$ cat config.mk
export PLATFORM = sky130hd
export DESIGN_NAME = trap_seq
export DESIGN_NICKNAME = d
export VERILOG_FILES = /design/src/rtl/trap_pkg.sv /design/src/rtl/trap_gate_dec.sv /design/src/rtl/trap_sp_unit.sv /design/src/rtl/trap_ctx_file.sv /design/src/rtl/trap_seq.sv
export SDC_FILE = /design/constraint.sdc
export NUM_CORES = 1
export LEC_CHECK = 0
export ABC_AREA = 1
export BUFFER_PORTS_ARGS = -buffer_cell sky130_fd_sc_hd__buf_2
export CORE_MARGIN = 2
export CORE_UTILIZATION = 35
export CTS_CLUSTER_SIZE = 40
export DETAILED_ROUTE_END_ITERATION = 12
export PLACE_DENSITY = 0.61
export SLEW_MARGIN = 20
export SYNTH_ARGS = -nofsm -noshare
export SYNTH_HDL_FRONTEND = slang
export SYNTH_HIERARCHICAL = 1
export SYNTH_SLANG_ARGS = --single-unit
export TNS_END_PERCENT = 50
$ cat constraint.sdc
create_clock -name clk -period 3 [get_ports clk]
set_input_delay 0.15 -clock clk [delete_from_list [all_inputs] [get_ports clk]]
set_output_delay 0.15 -clock clk [all_outputs]
set_load 0.05 [all_outputs]
$ cat src/rtl/trap_pkg.sv
package trap_pkg;
  localparam int WORD_W     = 32;
  localparam int SEL_W      = 16;
  localparam int CTX_WORDS  = 5;
  localparam int CNT_W      = $clog2(CTX_WORDS);
  localparam int WORD_BYTES = WORD_W / 8;

  // order of the saved context, index 0 written first
  localparam int CTX_SS = 0;
  localparam int CTX_SP = 1;
  localparam int CTX_FL = 2;
  localparam int CTX_CS = 3;
  localparam int CTX_IP = 4;

  // gate control word fields
  localparam int GB_PRESENT = 16;
  localparam int GB_DPL     = 17;
  localparam int GB_CLR_IE  = 19;

  typedef enum logic [1:0] {
    EV_SOFT   = 2'd0,
    EV_PFAULT = 2'd1,
    EV_EXTINT = 2'd2,
    EV_RETURN = 2'd3
  } ev_kind_e;

  typedef enum logic [2:0] {
    S_IDLE, S_GRD, S_GWT, S_CHK, S_PSH, S_POP, S_PWT, S_LOAD
  } seq_state_e;

  typedef struct packed {
    logic [WORD_W-1:0] target;
    logic [SEL_W-1:0]  sel;
    logic              present;
    logic [1:0]        dpl;
    logic              clr_ie;
  } gate_t;
endpackage

$ cat src/rtl/trap_gate_dec.sv
module trap_gate_dec
  import trap_pkg::*;
(
  input  logic [WORD_W-1:0] w_target,
  input  logic [WORD_W-1:0] w_ctrl,
  input  ev_kind_e          kind,
  input  logic [1:0]        cpl,
  output gate_t             gate,
  output logic              allow
);
  logic unused_ctrl_hi;

  always_comb begin
    gate.target  = w_target;
    gate.sel     = w_ctrl[SEL_W-1:0];
    gate.present = w_ctrl[GB_PRESENT];
    gate.dpl     = w_ctrl[GB_DPL+1:GB_DPL];
    gate.clr_ie  = w_ctrl[GB_CLR_IE];
  end

  // privilege comparison applies to software traps only
  always_comb begin
    allow = gate.present;
    if (kind == EV_SOFT && cpl > gate.dpl) allow = 1'b0;
  end

  assign unused_ctrl_hi = ^w_ctrl[WORD_W-1:GB_CLR_IE+1];
endmodule

$ cat src/rtl/trap_sp_unit.sv
module trap_sp_unit #(
  parameter int W    = 32,
  parameter int STEP = 4
) (
  input  logic         clk,
  input  logic         rst_n,
  input  logic         load,
  input  logic [W-1:0] load_val,
  input  logic         dec,
  input  logic         inc,
  output logic [W-1:0] sp,
  output logic [W-1:0] sp_below
);
  localparam logic [W-1:0] STEP_V = W'(STEP);

  assign sp_below = sp - STEP_V;

  always_ff @(posedge clk or negedge rst_n) begin
    if (!rst_n)    sp <= '0;
    else if (load) sp <= load_val;
    else if (dec)  sp <= sp_below;
    else if (inc)  sp <= sp + STEP_V;
  end
endmodule

$ cat src/rtl/trap_ctx_file.sv
module trap_ctx_file #(
  parameter int N = 5,
  parameter int W = 32,
  localparam int IW = $clog2(N)
) (
  input  logic                clk,
  input  logic                rst_n,
  input  logic                snap_we,
  input  logic [N-1:0][W-1:0] snap,
  input  logic                wr_en,
  input  logic [IW-1:0]       wr_idx,
  input  logic [W-1:0]        wr_data,
  output logic [N-1:0][W-1:0] q
);
  for (genvar g = 0; g < N; g++) begin : g_slot
    always_ff @(posedge clk or negedge rst_n) begin
      if (!rst_n)                              q[g] <= '0;
      else if (snap_we)                        q[g] <= snap[g];
      else if (wr_en && wr_idx == IW'(g))      q[g] <= wr_data;
    end
  end
endmodule

$ cat src/rtl/trap_seq.sv
module trap_seq
  import trap_pkg::*;
#(
  parameter int VEC_W  = 5,
  parameter int IE_BIT = 9
) (
  input  logic              clk,
  input  logic              rst_n,
  input  logic              req_valid,
  output logic              req_ready,
  input  logic [1:0]        req_kind,
  input  logic [VEC_W-1:0]  req_vec,
  input  logic [1:0]        cur_cpl,
  input  logic [SEL_W-1:0]  cur_ss,
  input  logic [WORD_W-1:0] cur_sp,
  input  logic [WORD_W-1:0] cur_flags,
  input  logic [SEL_W-1:0]  cur_cs,
  input  logic [WORD_W-1:0] cur_ip,
  input  logic [WORD_W-1:0] idt_base,
  input  logic [SEL_W-1:0]  tss_ss,
  input  logic [WORD_W-1:0] tss_sp,
  output logic              mem_valid,
  input  logic              mem_ready,
  output logic              mem_we,
  output logic [WORD_W-1:0] mem_addr,
  output logic [WORD_W-1:0] mem_wdata,
  input  logic              mem_rvalid,
  input  logic [WORD_W-1:0] mem_rdata,
  output logic              busy,
  output logic              done,
  output logic              fault,
  output logic [1:0]        new_cpl,
  output logic [SEL_W-1:0]  new_ss,
  output logic [WORD_W-1:0] new_sp,
  output logic [WORD_W-1:0] new_flags,
  output logic [SEL_W-1:0]  new_cs,
  output logic [WORD_W-1:0] new_ip
);
  localparam int GATE_SHIFT = $clog2(2 * WORD_BYTES);
  localparam logic [WORD_W-1:0] STEP_V = WORD_W'(WORD_BYTES);
  localparam logic [CNT_W-1:0]  LAST   = CNT_W'(CTX_WORDS - 1);
  localparam logic [1:0] CPL_KERNEL = 2'd0;
  localparam logic [1:0] CPL_USER   = 2'd3;

  seq_state_e        state;
  logic [CNT_W-1:0]  cnt;
  ev_kind_e          kind_q;
  logic [VEC_W-1:0]  vec_q;
  logic [1:0]        cpl_q;
  logic [WORD_W-1:0] gw_target, gw_ctrl;
  logic [SEL_W-1:0]  ks_q;
  logic              fault_q, done_q;

  logic              accept, mem_fire, is_ret_req;
  gate_t             gate;
  logic              allow;
  logic [WORD_W-1:0] gate_addr;
  logic [WORD_W-1:0] sp, sp_below, sp_load_val;
  logic              sp_load, sp_dec, sp_inc;
  logic [CTX_WORDS-1:0][WORD_W-1:0] snap, ctx;
  logic              ctx_wr;
  logic              unused_seg_hi;

  assign req_ready  = (state == S_IDLE);
  assign accept     = req_valid && req_ready;
  assign is_ret_req = (ev_kind_e'(req_kind) == EV_RETURN);
  assign busy       = (state != S_IDLE);
  assign done       = done_q;
  assign fault      = done_q && fault_q;

  // gate decode and privilege decision
  trap_gate_dec u_gate (
    .w_target (gw_target),
    .w_ctrl   (gw_ctrl),
    .kind     (kind_q),
    .cpl      (cpl_q),
    .gate     (gate),
    .allow    (allow)
  );

  // stack pointer: kernel stack on entry, user stack on return
  assign sp_load     = (accept && is_ret_req) || (state == S_CHK && allow);
  assign sp_load_val = (state == S_IDLE) ? cur_sp : tss_sp;
  assign sp_dec      = (state == S_PSH) && mem_fire;
  assign sp_inc      = (state == S_PWT) && mem_rvalid;

  trap_sp_unit #(.W(WORD_W), .STEP(WORD_BYTES)) u_sp (
    .clk      (clk),
    .rst_n    (rst_n),
    .load     (sp_load),
    .load_val (sp_load_val),
    .dec      (sp_dec),
    .inc      (sp_inc),
    .sp       (sp),
    .sp_below (sp_below)
  );

  // context words, captured at acceptance, refilled by pops
  always_comb begin
    snap         = '0;
    snap[CTX_SS] = WORD_W'(cur_ss);
    snap[CTX_SP] = cur_sp;
    snap[CTX_FL] = cur_flags;
    snap[CTX_CS] = WORD_W'(cur_cs);
    snap[CTX_IP] = cur_ip;
  end

  assign ctx_wr = (state == S_PWT) && mem_rvalid;

  trap_ctx_file #(.N(CTX_WORDS), .W(WORD_W)) u_ctx (
    .clk     (clk),
    .rst_n   (rst_n),
    .snap_we (accept),
    .snap    (snap),
    .wr_en   (ctx_wr),
    .wr_idx  (cnt),
    .wr_data (mem_rdata),
    .q       (ctx)
  );

  // memory command
  assign gate_addr = idt_base + (WORD_W'(vec_q) << GATE_SHIFT)
                   + ((cnt == '0) ? '0 : STEP_V);

  always_comb begin
    mem_valid = 1'b0;
    mem_we    = 1'b0;
    mem_addr  = sp;
    mem_wdata = '0;
    unique case (state)
      S_GRD: begin
        mem_valid = 1'b1;
        mem_addr  = gate_addr;
      end
      S_PSH: begin
        mem_valid = 1'b1;
        mem_we    = 1'b1;
        mem_addr  = sp_below;
        mem_wdata = ctx[cnt];
      end
      S_POP: mem_valid = 1'b1;
      default: ;
    endcase
  end

  assign mem_fire = mem_valid && mem_ready;

  // sequencer
  always_ff @(posedge clk or negedge rst_n) begin
    if (!rst_n) begin
      state     <= S_IDLE;
      cnt       <= '0;
      kind_q    <= EV_SOFT;
      vec_q     <= '0;
      cpl_q     <= '0;
      gw_target <= '0;
      gw_ctrl   <= '0;
      ks_q      <= '0;
      fault_q   <= 1'b0;
      done_q    <= 1'b0;
      new_cpl   <= CPL_KERNEL;
      new_ss    <= '0;
      new_sp    <= '0;
      new_flags <= '0;
      new_cs    <= '0;
      new_ip    <= '0;
    end else begin
      done_q <= (state == S_LOAD);
      unique case (state)
        S_IDLE: if (accept) begin
          kind_q  <= ev_kind_e'(req_kind);
          vec_q   <= req_vec;
          cpl_q   <= cur_cpl;
          fault_q <= 1'b0;
          if (is_ret_req) begin
            cnt   <= LAST;
            state <= S_POP;
          end else begin
            cnt   <= '0;
            state <= S_GRD;
          end
        end
        S_GRD: if (mem_ready) state <= S_GWT;
        S_GWT: if (mem_rvalid) begin
          if (cnt == '0) begin
            gw_target <= mem_rdata;
            cnt       <= CNT_W'(1);
            state     <= S_GRD;
          end else begin
            gw_ctrl <= mem_rdata;
            state   <= S_CHK;
          end
        end
        S_CHK: begin
          ks_q <= tss_ss;
          cnt  <= '0;
          if (!allow) begin
            fault_q <= 1'b1;
            state   <= S_LOAD;
          end else begin
            state <= S_PSH;
          end
        end
        S_PSH: if (mem_ready) begin
          if (cnt == LAST) state <= S_LOAD;
          else             cnt   <= cnt + CNT_W'(1);
        end
        S_POP: if (mem_ready) state <= S_PWT;
        S_PWT: if (mem_rvalid) begin
          if (cnt == '0) state <= S_LOAD;
          else begin
            cnt   <= cnt - CNT_W'(1);
            state <= S_POP;
          end
        end
        S_LOAD: begin
          if (!fault_q) begin
            if (kind_q == EV_RETURN) begin
              new_cpl   <= CPL_USER;
              new_ss    <= ctx[CTX_SS][SEL_W-1:0];
              new_sp    <= ctx[CTX_SP];
              new_flags <= ctx[CTX_FL];
              new_cs    <= ctx[CTX_CS][SEL_W-1:0];
              new_ip    <= ctx[CTX_IP];
            end else begin
              new_cpl   <= CPL_KERNEL;
              new_ss    <= ks_q;
              new_sp    <= sp;
              new_flags <= ctx[CTX_FL] & ~(WORD_W'(gate.clr_ie) << IE_BIT);
              new_cs    <= gate.sel;
              new_ip    <= gate.target;
            end
          end
          state <= S_IDLE;
        end
        default: state <= S_IDLE;
      endcase
    end
  end

  assign unused_seg_hi = ^{ctx[CTX_SS][WORD_W-1:SEL_W], ctx[CTX_CS][WORD_W-1:SEL_W]};
endmodule

==> results of run 1 <==
## sequential cells by signal, summed over array words and instances (netlist names), 2 cells and up
register and count:
cnt 3, cpl_q 2, gw_ctrl 20, gw_target 32, kind_q 2, ks_q 16, new_cs 16, new_flags 32
new_ip 32, new_sp 32, new_ss 16, state 3, u_ctx/q 160, u_sp/sp 32, vec_q 5
## cell type report
cell class | count | area (um2)
clock buffers | 69 | 1400
inverters | 196 | 751
flip-flops and latches | 406 | 10200
multi-input cells | 2739 | 12100
fillers | 6963 | 37100
well taps | 931 | 1160
clock inverters | 20 | 274
diodes | 1 | 2.50
repair buffers | 726 | 5590
## worst max path at each step
stage | start | endpoint | slack [ps] | cells after the start
6_report | u_sp/sp[8]$_DFFE_PN0N_ | mem_addr[21] | 60 | 10
2_1_floorplan | cnt[0]$_DFFE_PN0P_ | mem_addr[8] | -210 | 11
3_5_place_dp | state[0]$_DFFE_PN0P_ | u_sp/sp[9]$_DFFE_PN0N_ | 340 | 13
5_1_grt | cnt[0]$_DFFE_PN0P_ | mem_wdata[19] | -30 | 10
3_3_place_gp | cnt[2]$_DFFE_PN0P_ | mem_addr[8] | 370 | 12
4_1_cts | u_sp/sp[8]$_DFFE_PN0N_ | mem_addr[21] | 7 | 10
## through the flow
step	power, mW	util
4_1_cts	35.4	0.456
6_report	35.5	0.458
2_1_floorplan	22.6	-
3_5_place_dp	28.8	0.403
3_3_place_gp	28.6	0.403
5_1_grt	37.7	0.458
## report_power, final
group	internal [mW]	switching, mW
combinational	5.65	13.5
clock	3.77	2.52
sequential	8.00	2.03
## worst max-delay path: stages, from the launching register on
cell	delay [ps]
dfrtp_1	500
nor2_1	220
nand2_1	140
inv_1	90
nand2_1	70
nor2_2	210
nand3_1	140
and2_1	180
a22oi_1	300
nand2_1	170
buf_12	180
## layer usage
layer	global-route usage	vias to the layer above
met5	0	-
met4	0.0973	12
met3	0.0408	205
met2	0.482	1083
met1	0.381	12307
li1	-	12382
## what timing repair did
action                                 4_1_cts  5_1_grt
pin swaps                                    2        3
gates cloned                                 0        0
setup endpoints to repair                   31       33
resized for setup                            7       40
hold buffers                               196        0
setup buffers                                2        1
endpoints found under the hold margin      277        0
==> impl_results.md, run 1 <==
* Run status: finished, final reports clean
* R2R Setup Slk at 260 ps
* RSZ-0062 raised after global routing: true
* Rel. slew slack at 0.363
* Layout Skew at 22.4 ps
* Clock Sink Count at 406
* Yosys warning total at 6
* Detailed Place HPWL at 74700 um
* Hold path depth at 3
* Worst slew pin tran at 956 ps
* Worst R2R Path Depth at 13
* Total GRT Usage at 0.288
* Core box area at 68600 um2
* Setup violators final at 0
* Commonest non-fill, non-tap cell in the layout: nand2_1
* PortBufs at 453
* Fin cells at 5088
* Vias in the first global route at 24852
* Die height at 267 um
* Placed cells at 4799
* Dpl ws at 338 ps
* Post-layout instance area at 31400 um2
* P_leak at 15.9 nW
* WS Path Type: flip-flop to output port
* Most frequent cells in the layout: 1560 x nand2_1, 416 x buf_2, 403 x dfrtp_1
* Peak Freq at 0.341 GHz
* Hold Path End: gw_target[18]$_DFFE_PN0P_
* Slew Limit Fails at 0
* Hold Crit Start: mem_rdata[18]
* RR Startpoint: state[0]$_DFFE_PN0P_
* CTS tree: built
* RD Place Congestion at 0.938
* DRC errors left at 0
* Post-synthesis cell area at 24200 um2
* Initial DRC count at 2569
* DR top layer: met5
* Mapped Cells at 3564
* Pwr Density at 1130 nW/um2
* Final setup TNS at 0 ps
* Fin crit share at 0.979
* Pre-Repair DR Iteration Count at 6
* Vias at 25989
* CP required at 2850 ps
* Hold slack final at 18.3 ps
* GRT overflow at 0
* Fraction of layout cells with a size suffix above 1 at 0.172
* Clock latency on the worst-skew pair at 600 ps
* Width of the chip at 267 um
* Bufs on Longest Clock Path at 3
* Final Hold Fails at 0
* Min cycle time layout at 2940 ps
* Initial antenna violation count at 8
* First-pass GRT wire length at 156000 um
* TritonCTS Buffers at 49
* Metal3 WL at 7110 um
* Met2 wire len at 50100 um
* Worst setup margin at 63.9 ps
* RR Endpoint: u_sp/sp[9]$_DFFE_PN0N_
* CP arrival at 2790 ps
* CTS clk-pin slew, worst paths at 60 ps
* Critical Path Start Type: flip-flop
* Placed Area at 27600 um2
* Die ar. at 71300 um2
* Layout area overhead at 29.8%
* Total Routed Length at 105000 um
* Io pins at 454
* Max VDD drop at 597 uV
* Antenna-violating nets left at 0
* Min-delay worst type: input pin to flip-flop
* Max FO, Critical Path at 8
* Final net count at 4384
* Metal1 wirelength at 44000 um
* H-tree levels at 2
* # rows at 96
* Maxcap violations at 0
* Synth Area per Inst at 6.80 um2
* Setup crit end kind: output port
* Clk Tree Root Cell: clkbuf_16
* Drt wl/cell at 20.7 um
* Vias per Instance at 5.11
* Starting Density at 0.353
* Largest net degree at the start of global routing at 105
Note: power is estimated with default switching activity, not from simulation.
==> run 2, diff against run 1 <==
--- a/config.mk
+++ b/config.mk
@@ -7,11 +7,13 @@
 export LEC_CHECK = 0
 export ABC_AREA = 1
 export BUFFER_PORTS_ARGS = -buffer_cell sky130_fd_sc_hd__buf_2
+export CAP_MARGIN = 20
 export CORE_MARGIN = 2
 export CORE_UTILIZATION = 35
 export CTS_CLUSTER_SIZE = 40
 export DETAILED_ROUTE_END_ITERATION = 12
-export PLACE_DENSITY = 0.61
+export HOLD_SLACK_MARGIN = 0.08
+export PLACE_DENSITY = 0.63
 export SLEW_MARGIN = 20
 export SYNTH_ARGS = -nofsm -noshare
 export SYNTH_HDL_FRONTEND = slang
==> constraint.sdc (replaced) <==
create_clock -name clk -period 2.6 [get_ports clk]
set_input_delay 0.13 -clock clk [delete_from_list [all_inputs] [get_ports clk]]
set_output_delay 0.13 -clock clk [all_outputs]
set_load 0.05 [all_outputs]
==> impl_results.md, run 2 (same netlist as run 1, synthesis figures left out) <==
* Metal3 WL at 8680 um (was 7110 um)
* CTS clk-pin slew, worst paths at 60 ps (about the same)
* Fin crit share at 1.07
* Antenna-violating nets left at 0 (unchanged)
* Slew Limit Fails at 0 (unchanged)
* Final net count at 4467 (was 4384)
* Post-layout instance area at 33000 um2 (was 31400 um2)
* Pre-Repair DR Iteration Count at 8 (was 6)
* Bufs on Longest Clock Path at 3 (unchanged)
* Violated checks: setup timing
* Worst path max stage delay at 470 ps (was 500 ps)
* H-tree levels at 2 (unchanged)
* Commonest non-fill, non-tap cell in the layout: nand2_1 (unchanged)
* Placed Area at 28000 um2 (was 27600 um2)
* Setup violators final at 14 (was 0)
* Io pins at 454 (unchanged)
* DR top layer: met5 (unchanged)
* CP cell instances: inv_1 -> ha_1 -> nand2_2 -> nor2_4 -> xor2_1 -> a22oi_1 -> o21ai_2 -> buf_12 (was nor2_1 -> nand2_1 -> inv_1 -> nand2_1 -> nor2_2 -> nand3_1 -> and2_1 -> a22oi_1 -> nand2_1 -> buf_12)
* Min cycle time layout at 2770 ps
* Most frequent cells in the layout: 1533 x nand2_1, 395 x dfrtp_1, 393 x buf_2 (was 1560 x nand2_1, 416 x buf_2, 403 x dfrtp_1)
* Worst slew pin tran at 952 ps (was 956 ps)
* Width of the chip at 267 um (unchanged)
* WS Path Type: flip-flop to output port (unchanged)
* RR Startpoint: state[1]$_DFFE_PN0P_ (was state[0]$_DFFE_PN0P_)
* Most flops, register: u_ctx/q (unchanged)
* GRT overflow at 0 (unchanged)
* Layout Skew at 20.0 ps (was 22.4 ps)
* Initial antenna violation count at 14 (was 8)
* PortBufs at 453 (unchanged)
* Buf/Inv on CP at 2 (unchanged)
* Starting Density at 0.353 (unchanged)
* TritonCTS Buffers at 49 (unchanged)
* Max FO, Critical Path at 6 (was 8)
* CP arrival at 2640 ps (was 2790 ps)
* RSZ-0062 raised after global routing: true (unchanged)
* RR Endpoint: u_ctx/q[50]$_DFFE_PN0P_ (was u_sp/sp[9]$_DFFE_PN0N_)
* # fillers at 6861 (was 6963)
* Rel. slew slack at 0.364 (was 0.363)
* Vias per Instance at 5.17 (was 5.11)
* First-pass GRT wire length at 156000 um (about the same)
* Vias in the first global route at 24946 (was 24852)
* Clock Sink Count at 406 (unchanged)
* Dpl ws at 147 ps (was 338 ps)
* Layout area overhead at 36.4% (was 29.8%)
* Final Hold Fails at 0 (unchanged)
* Largest net degree at the start of global routing at 121 (was 105)
* Die height at 267 um (unchanged)
* Met2 wire len at 50700 um (was 50100 um)
* Detailed Place HPWL at 76500 um (was 74700 um)
* CTS tree: built (unchanged)
* Fraction of layout cells with a size suffix above 1 at 0.207 (was 0.172)
* Max VDD drop at 803 uV (was 597 uV)
* P_leak at 16.5 nW (was 15.9 nW)
* Total Routed Length at 108000 um (was 105000 um)
* # rows at 96 (unchanged)
* Core box area at 68600 um2 (unchanged)
* Setup crit end kind: output port (unchanged)
* Drt wl/cell at 20.9 um (was 20.7 um)
* Clock latency on the worst-skew pair at 600 ps (about the same)
* DRC errors left at 0 (unchanged)
* CP max-delay cell: dfrtp_2 (was dfrtp_1)
* R2R Setup Slk at 30 ps (was 260 ps)
* Run status: complete, but fails checks (was finished, final reports clean)
* Min-delay worst type: input pin to asynchronous set/reset pin (was input pin to flip-flop)
* Worst setup margin at -174 ps (was 63.9 ps)
* Die ar. at 71300 um2 (unchanged)
* Vias at 26778 (was 25989)
* Peak Freq at 0.360 GHz
* Metal1 wirelength at 43900 um (was 44000 um)
* CP required at 2470 ps (was 2850 ps)
* Critical Path Start Type: flip-flop (unchanged)
* Pwr Density at 1290 nW/um2 (was 1130 nW/um2)
* Maxcap violations at 0 (unchanged)
* Largest register FFs at 160 (unchanged)
* CP top delay family: compound AO/OA/AOI/OAI gates (was simple AND/OR/NAND/NOR gates)
* Initial DRC count at 2801 (was 2569)
* Clk Tree Root Cell: clkbuf_16 (unchanged)
* Worst R2R Path Depth at 11 (was 13)
* RD Place Congestion at 0.967 (was 0.938)
* Total GRT Usage at 0.290 (was 0.288)
run 2: cell types whose count changed in the layout (fill, tap and decap cells not counted), moves of 21 or more:
cell | before | now
buf_4 | 53 | 104
nand2_1 | 1560 | 1533
dlygate4sd3_1 | 196 | 222
a21oi_1 | 71 | 50
buf_2 | 416 | 393
run 2: what timing repair did:
| action | in CTS | in global routing |
|---|---|---|
| hold buffers | 222 | 0 |
| buffers inserted | 1 | 17 |
| setup endpoints to repair | 61 | 70 |
| gates cloned | 0 | 5 |
| pin swaps | 10 | 16 |
| gates resized for setup | 106 | 133 |
| hold endpoints to repair | 664 | 0 |
run 2: how the worst max path moves through the flow:
stage	start	endpoint	slack, ps	depth (start not counted)
floorplan	cnt[0]$_DFFE_PN0P_	mem_addr[8]	-210	11
global placement	cnt[1]$_DFFE_PN0P_	mem_addr[22]	170	14
detailed placement	state[1]$_DFFE_PN0P_	u_sp/sp[11]$_DFFE_PN0N_	150	13
CTS	cnt[0]$_DFFE_PN0P_	mem_addr[8]	-170	12
global route	u_sp/sp[6]$_DFFE_PN0N_	mem_addr[30]	-250	10
finish	u_sp/sp[3]$_DFFE_PN0N_	mem_addr[8]	-170	8
run 2: per-stage QoR:
step	instances	hold slack (ps)	total power, mW	TNS [ps]	util
after floorplan	3595	-166	26.1	-370	-
after global placement	4836	156	33.5	0	0.409
after detailed placement	4836	160	33.7	0	0.409
after CTS	5149	80.8	41.7	-3140	0.471
after global routing	5176	134	45.1	-3910	0.482
final	5180	117	42.8	-1310	0.482
run 2: power by group:
part	leakage, nW	internal [mW]	total, mW	switching, mW
Sequential	5.05	9.24	11.6	2.38
Combinational	10.6	7.57	24.0	16.4
Clock	0.794	4.21	7.13	2.92
Total	16.5	21.0	42.8	21.7
run 2: worst reg2reg max path, stage by stage, from the launching register on:
cell	delay (ps)
dfrtp_1	430
inv_2	150
nand2_4	90
nor2_4	90
inv_2	50
nor2_4	220
buf_16	400
nand2_1	310
nand2_1	100
dlygate4sd3_1	550
nand2_1	50
nand2_1	60
run 2: metal layers:
metal | track usage | vias to the layer above
met5 | 0 | -
met4 | 0.119 | 12
met3 | 0.0488 | 247
met2 | 0.477 | 1268
met1 | 0.379 | 12693
li1 | - | 12558
run 2: cell type report:
class	count	area, um2	area share
Inverter	196	782	0.0237
Multi-Input combinational cell	2739	12600	0.381
Timing Repair Buffer	808	6630	0.201
Antenna cell	9	22.5	0.000682
Clock buffer	72	1420	0.0431
Tap cell	931	1160	0.0353
Sequential cell	406	10200	0.308
Clock inverter	18	241	0.00731
Timing Repair inverter	1	11.3	0.000341
